[config.mk]
export PLATFORM = sky130hd
export DESIGN_NAME = codec_ctl_writer
export DESIGN_NICKNAME = d
export VERILOG_FILES = /design/src/rtl/ccw_pkg.sv /design/src/rtl/ccw_frame_build.sv /design/src/rtl/ccw_settle_timer.sv /design/src/rtl/ccw_seq.sv /design/src/rtl/codec_ctl_writer.sv
export SDC_FILE = /design/constraint.sdc
export NUM_CORES = 1
export LEC_CHECK = 0
export BUFFER_PORTS_ARGS = -buffer_cell sky130_fd_sc_hd__buf_2
export CAP_MARGIN = 40
export CORE_MARGIN = 5
export CORE_UTILIZATION = 25
export DETAILED_ROUTE_END_ITERATION = 8
export MAX_ROUTING_LAYER = met4
export PLACE_DENSITY_LB_ADDON = 0.15
export REMOVE_ABC_BUFFERS = 1
export SLEW_MARGIN = 20
export SYNTH_ARGS = -nofsm -noshare
export SYNTH_HDL_FRONTEND = slang
export SYNTH_SLANG_ARGS = --single-unit
[constraint.sdc]
create_clock -name clk_i -period 2.6 [get_ports clk_i]
set_input_delay 0.13 -clock clk_i [delete_from_list [all_inputs] [get_ports clk_i]]
set_output_delay 0.13 -clock clk_i [all_outputs]
set_load 0.03 [all_outputs]
[src/rtl/ccw_pkg.sv]
package ccw_pkg;
  localparam int FRAME_W = 16;
  localparam int REG_W   = 5;
  localparam int DATA_W  = 8;
  localparam int BIT_W   = $clog2(FRAME_W);
  localparam logic [1:0] DEV_CODE = 2'b10;

  typedef enum logic [2:0] {
    ST_IDLE,
    ST_PRE,   // all high, settle
    ST_SEL,   // select low
    ST_CLO,   // clock low
    ST_DAT,   // data bit placed
    ST_CHI,   // clock high
    ST_REL    // everything released
  } step_e;
endpackage

[src/rtl/ccw_frame_build.sv]
module ccw_frame_build
  import ccw_pkg::*;
(
  input  logic [REG_W-1:0]   reg_i,
  input  logic [DATA_W-1:0]  data_i,
  output logic [FRAME_W-1:0] frame_o
);
  assign frame_o = {DEV_CODE, 1'b1, reg_i, data_i};
endmodule

[src/rtl/ccw_settle_timer.sv]
module ccw_settle_timer #(
  parameter int SETTLE_CYCLES = 64
) (
  input  logic clk_i,
  input  logic rst_ni,
  input  logic load_i,
  output logic done_o
);
  localparam int CNT_W = (SETTLE_CYCLES > 1) ? $clog2(SETTLE_CYCLES) : 1;
  localparam logic [CNT_W-1:0] LOAD_VAL = CNT_W'(SETTLE_CYCLES - 1);

  logic [CNT_W-1:0] cnt_q;

  always_ff @(posedge clk_i or negedge rst_ni) begin
    if (!rst_ni)              cnt_q <= '0;
    else if (load_i)          cnt_q <= LOAD_VAL;
    else if (cnt_q != '0)     cnt_q <= cnt_q - 1'b1;
  end

  assign done_o = (cnt_q == '0);
endmodule

[src/rtl/ccw_seq.sv]
module ccw_seq
  import ccw_pkg::*;
#(
  parameter int IDX_W = 2
) (
  input  logic               clk_i,
  input  logic               rst_ni,
  input  logic               req_valid_i,
  input  logic [IDX_W-1:0]   req_idx_i,
  input  logic [FRAME_W-1:0] frame_i,
  input  logic               tmr_done_i,
  output logic               tmr_load_o,
  output logic               req_ready_o,
  output logic               busy_o,
  output logic               sdata_o,
  output logic               sclk_o,
  output logic [1:0]         cs_n_o
);
  step_e              st_q;
  logic [FRAME_W-1:0] sh_q;
  logic [BIT_W-1:0]   bit_q;
  logic               sel_q;
  logic               sdata_q, sclk_q;
  logic [1:0]         cs_q;
  logic               accept, adv;

  assign accept     = req_valid_i && (st_q == ST_IDLE);
  assign adv        = (st_q != ST_IDLE) && tmr_done_i;
  assign tmr_load_o = accept || (adv && st_q != ST_REL);

  always_ff @(posedge clk_i or negedge rst_ni) begin
    if (!rst_ni) begin
      st_q    <= ST_IDLE;
      sh_q    <= '0;
      bit_q   <= '0;
      sel_q   <= 1'b0;
      sdata_q <= 1'b1;
      sclk_q  <= 1'b1;
      cs_q    <= 2'b11;
    end else if (accept) begin
      st_q    <= ST_PRE;
      sh_q    <= frame_i;
      bit_q   <= BIT_W'(FRAME_W - 1);
      sel_q   <= (req_idx_i != '0);
      sdata_q <= 1'b1;
      sclk_q  <= 1'b1;
      cs_q    <= 2'b11;
    end else if (adv) begin
      unique case (st_q)
        ST_PRE: begin
          st_q        <= ST_SEL;
          cs_q[sel_q] <= 1'b0;
        end
        ST_SEL: begin
          st_q   <= ST_CLO;
          sclk_q <= 1'b0;
        end
        ST_CLO: begin
          st_q    <= ST_DAT;
          sdata_q <= sh_q[FRAME_W-1];
          sh_q    <= {sh_q[FRAME_W-2:0], 1'b0};
        end
        ST_DAT: begin
          st_q   <= ST_CHI;
          sclk_q <= 1'b1;
        end
        ST_CHI: begin
          if (bit_q == '0) begin
            st_q    <= ST_REL;
            sdata_q <= 1'b1;
            cs_q    <= 2'b11;
          end else begin
            st_q   <= ST_CLO;
            bit_q  <= bit_q - 1'b1;
            sclk_q <= 1'b0;
          end
        end
        ST_REL:  st_q <= ST_IDLE;
        default: st_q <= ST_IDLE;
      endcase
    end
  end

  assign req_ready_o = (st_q == ST_IDLE);
  assign busy_o      = (st_q != ST_IDLE);
  assign sdata_o     = sdata_q;
  assign sclk_o      = sclk_q;
  assign cs_n_o      = cs_q;


  cs_onehot_chk: assert property (@(posedge clk_i) disable iff (!rst_ni)
    $onehot0(~cs_q));


  data_stable_chk: assert property (@(posedge clk_i) disable iff (!rst_ni)
    (!$stable(sdata_q) && cs_q != 2'b11 && $past(cs_q) != 2'b11) |-> !sclk_q);


  clk_rise_chk: assert property (@(posedge clk_i) disable iff (!rst_ni)
    $rose(sclk_q) |-> cs_q != 2'b11);


  idle_high_chk: assert property (@(posedge clk_i) disable iff (!rst_ni)
    req_ready_o |-> (sdata_q && sclk_q && cs_q == 2'b11));


  take_busy_chk: assert property (@(posedge clk_i) disable iff (!rst_ni)
    (req_valid_i && req_ready_o) |=> (busy_o && !req_ready_o));


  step_hold_chk: assert property (@(posedge clk_i) disable iff (!rst_ni)
    (st_q != ST_IDLE && !tmr_done_i) |=> st_q == $past(st_q));
endmodule

[src/rtl/codec_ctl_writer.sv]
module codec_ctl_writer
  import ccw_pkg::*;
#(
  parameter int SETTLE_CYCLES = 64,
  parameter int IDX_W         = 2
) (
  input  logic              clk_i,
  input  logic              rst_ni,
  input  logic              req_valid_i,
  output logic              req_ready_o,
  input  logic [IDX_W-1:0]  req_idx_i,
  input  logic [REG_W-1:0]  req_reg_i,
  input  logic [DATA_W-1:0] req_data_i,
  output logic              busy_o,
  output logic              sdata_o,
  output logic              sclk_o,
  output logic [1:0]        cs_n_o
);
  logic [FRAME_W-1:0] frame;
  logic               tmr_load, tmr_done;

  ccw_frame_build u_frame (
    .reg_i   (req_reg_i),
    .data_i  (req_data_i),
    .frame_o (frame)
  );

  ccw_settle_timer #(.SETTLE_CYCLES(SETTLE_CYCLES)) u_timer (
    .clk_i  (clk_i),
    .rst_ni (rst_ni),
    .load_i (tmr_load),
    .done_o (tmr_done)
  );

  ccw_seq #(.IDX_W(IDX_W)) u_seq (
    .clk_i       (clk_i),
    .rst_ni      (rst_ni),
    .req_valid_i (req_valid_i),
    .req_idx_i   (req_idx_i),
    .frame_i     (frame),
    .tmr_done_i  (tmr_done),
    .tmr_load_o  (tmr_load),
    .req_ready_o (req_ready_o),
    .busy_o      (busy_o),
    .sdata_o     (sdata_o),
    .sclk_o      (sclk_o),
    .cs_n_o      (cs_n_o)
  );
endmodule

==> flow_summary.json <==
{
  "synth_top_area_share_pct": 40.2,
  "status": "complete, no violations",
  "start_util_pct": 25.7,
  "setup_viol": 0,
  "power_density_nw_per_um2": 529,
  "period_share_pct": 82.8,
  "io_buffer_count": 23,
  "clock-sinks": 34,
  "die_h_um": 96.4,
  "grt.total_usage_pct": 9.83,
  "rows": 31,
  "syn2layout_area_growth_pct": 22.0,
  "reg2reg_depth": 6,
  "seq_power_share_pct": 45.2,
  "clk_pin_slew_ps": 70,
  "worst_slew_pin_slew_ps": 691,
  "synth_seq_cells": 34,
  "crit_arrival_ps": 2320,
  "insertion_delay_ps": 290,
  "mostFrequentLayoutCells": "30 x dfrtp_1, 23 x buf_2, 14 x mux2_1",
  "drive_above_1_share_pct": 29.1,
  "slew_headroom_pct": 53.9,
  "grt_pass1_wl_mm": 6.91,
  "postRouteAntennaNets": 0,
  "hold_path.class": "in2reg",
  "sw_frac_of_total_pct": 19.0,
  "holdBufCountCts": 1,
  "cts_htree_levels": 2,
  "die_x_um": 96.4,
  "ys_types": 45,
  "wire_per_inst_um": 13.7,
  "hold_start": "req_data_i[0]",
  "total_leakage_power_nw": 1.03,
  "post-dp-hpwl_mm": 2.70,
  "boundaryPins": 24,
  "numCtsBuffers": 5,
  "post_cts.resized_instances": 0,
  "path_class": "reg2reg",
  "synth-edff-count": 0,
  "setup-tns-final_ps": 0,
  "cts_tree": "done",
  "post_drt_via_cell_ratio": 4.57,
  "finClkSkew_ps": 5.32,
  "synthTopCellsByArea": "dfrtp_1 40%, mux2_1 8.4%, mux2_2 6.0%, dfstp_2 5.6%, o21ai_0 3.2%",
  "period_minus_slack_ps": 2150,
  "seq_area_frac_synth_pct": 45.8,
  "dieArea_um2": 9290,
  "drc_errors": 0,
  "power_w": 0.00121,
  "initialDrtViolationCount": 47,
  "cts-root-buf": "clkbuf_8",
  "vias": 1347,
  "drv_cap": 0,
  "r2r-start": "u_timer.cnt_q[0]",
  "critPathMaxFanout": 13,
  "avgSynthCellArea_um2": 11.0,
  "power_frac_clock_pct": 50.7,
  "core_area_um2": 7250,
  "layout_commonest_cell": "dfrtp_1",
  "place_inst": 285,
  "wirelength_mm": 4.03,
  "grt_overflow": 0,
  "startpoint_type": "register",
  "required_ps": 2770,
  "vdd_drop_max_mv": 0.250,
  "grt_start_max_net_pins": 35,
  "netlist_area_um2": 1870,
  "finish.utilization_pct": 31.4,
  "yosys_warnings": 0,
  "end_kind": "register",
  "fillers": 776,
  "nets": 216,
  "max_freq_ghz": 0.465,
  "finalMaxSlewViolations": 0,
  "ys.flop_type": "dfrtp_1",
  "combPwrFrac_pct": 4.1,
  "holdWs_ps": 45.2,
  "p_int_w": 0.000976,
  "first_global_vias": 1384,
  "syn_inst": 169,
  "antenna_found_initial": 0,
  "p_switching_w": 0.000230,
  "cts_setup_buffers": 0,
  "clockBufferDepth": 2,
  "async_flop_share_pct": 100,
  "holdPathStages": 3,
  "dr.pass1.iters": 4,
  "synth_top_cell_by_area": "dfrtp_1",
  "cp-startpoint": "u_timer.cnt_q[0]",
  "final_hold_viol_count": 0,
  "gp_congestion": 0.712,
  "diodes": 0,
  "final_cell_count_no_fill": 295,
  "rsz0062_at_grt": "no"
}
[stage by stage]
| stage | area, um2 | worst slack [ps] |
|---|---|---|
| 2_1_floorplan | 1820 | 375 |
| 5_1_grt | 2280 | 291 |
| 6_report | 2280 | 448 |
| 3_5_place_dp | 2100 | 432 |
| 3_3_place_gp | 2100 | 451 |
| 4_1_cts | 2250 | 421 |
[synthesized netlist by cell type, types with 3 or more instances]
master and number:
o211ai_1 3, ha_1 3, o31ai_1 3, mux2i_1 3, o21ai_0 12, mux2_1 14
nand2b_1 3, inv_1 8, dfstp_2 4, nand2_1 8, dfrtp_1 30, mux2_2 10
nor3b_1 3, a21oi_1 5, o22a_1 3, nand3_1 4, nor2_1 10, buf_2 5
clkbuf_1 3
[power groups by stage]
stage,Clock (W),Sequential [W],Combinational (W)
4_1_cts,0.000632,0.000545,0.0000462
2_1_floorplan,0,0.000553,0.0000171
5_1_grt,0.000652,0.000546,0.0000570
3_5_place_dp,0,0.000555,0.0000448
3_3_place_gp,0,0.000555,0.0000443
6_report,0.000611,0.000545,0.0000497
[cell type report]
| cell class | count | area, um2 | share of cell area (%) |
|---|---|---|---|
| multi-input combinational | 117 | 930 | 40.8 |
| sequential | 34 | 856 | 37.6 |
| timing repair buffer | 29 | 195 | 8.57 |
| tap | 99 | 124 | 5.44 |
| clock buffer | 6 | 82.6 | 3.63 |
| clock inverter | 2 | 60.1 | 2.64 |
| inverter | 8 | 30.0 | 1.32 |
[worst paths after layout]
kind | end | slack, ps
min in group asynchronous | u_seq.st_q[0] | 340
worst min-delay path | u_seq.sh_q[0] | 50
worst min register to register | u_seq.sh_q[7] | 490
max in group asynchronous | u_seq.sh_q[12] | 1810
worst max register to register | u_seq.sh_q[10] | 450
worst max-delay path | u_seq.sh_q[10] | 450
[worst max-delay path: stages (launching register included)]
cell and delay (ps):
dfrtp_1 380, inv_1 90, ha_1 200, nor4b_4 420
a41oi_4 220, nor2_4 370, mux2_1 360
[logic make-up (layout without fill, tap and decap cells)]
kind of cell    after synthesis  after routing  synth area share (%)
flops                        34             34                  45.8
buf+inv                      18             45                  4.36
simple gates                 47             47                  16.0
compound gates               38             38                  14.7
xor+xnor                      2              2                 0.939
mux                          27             27                  16.1
fa+ha+maj                     3              3                  2.01
[metal layers]
layer | vias up | routed length [um] | global-route usage, % | share of wire, %
li1 | 666 | - | - | -
met3 | 5 | 169 | 2.71 | 4.2
met2 | 25 | 1780 | 13.6 | 44
met5 | - | 0 | - | 0
met4 | 0 | 52 | 3.50 | 1.3
met1 | 651 | 2030 | 13.7 | 50
[flip-flops by register name, summed over array words and instances (netlist names)]
name,cells
u_seq.bit_q,4
u_seq.cs_n_o,2
u_seq.sclk_o,1
u_seq.sdata_o,1
u_seq.sel_q,1
u_seq.sh_q,16
u_seq.st_q,3
u_timer.cnt_q,6
Power figures use the tool's default switching activity.
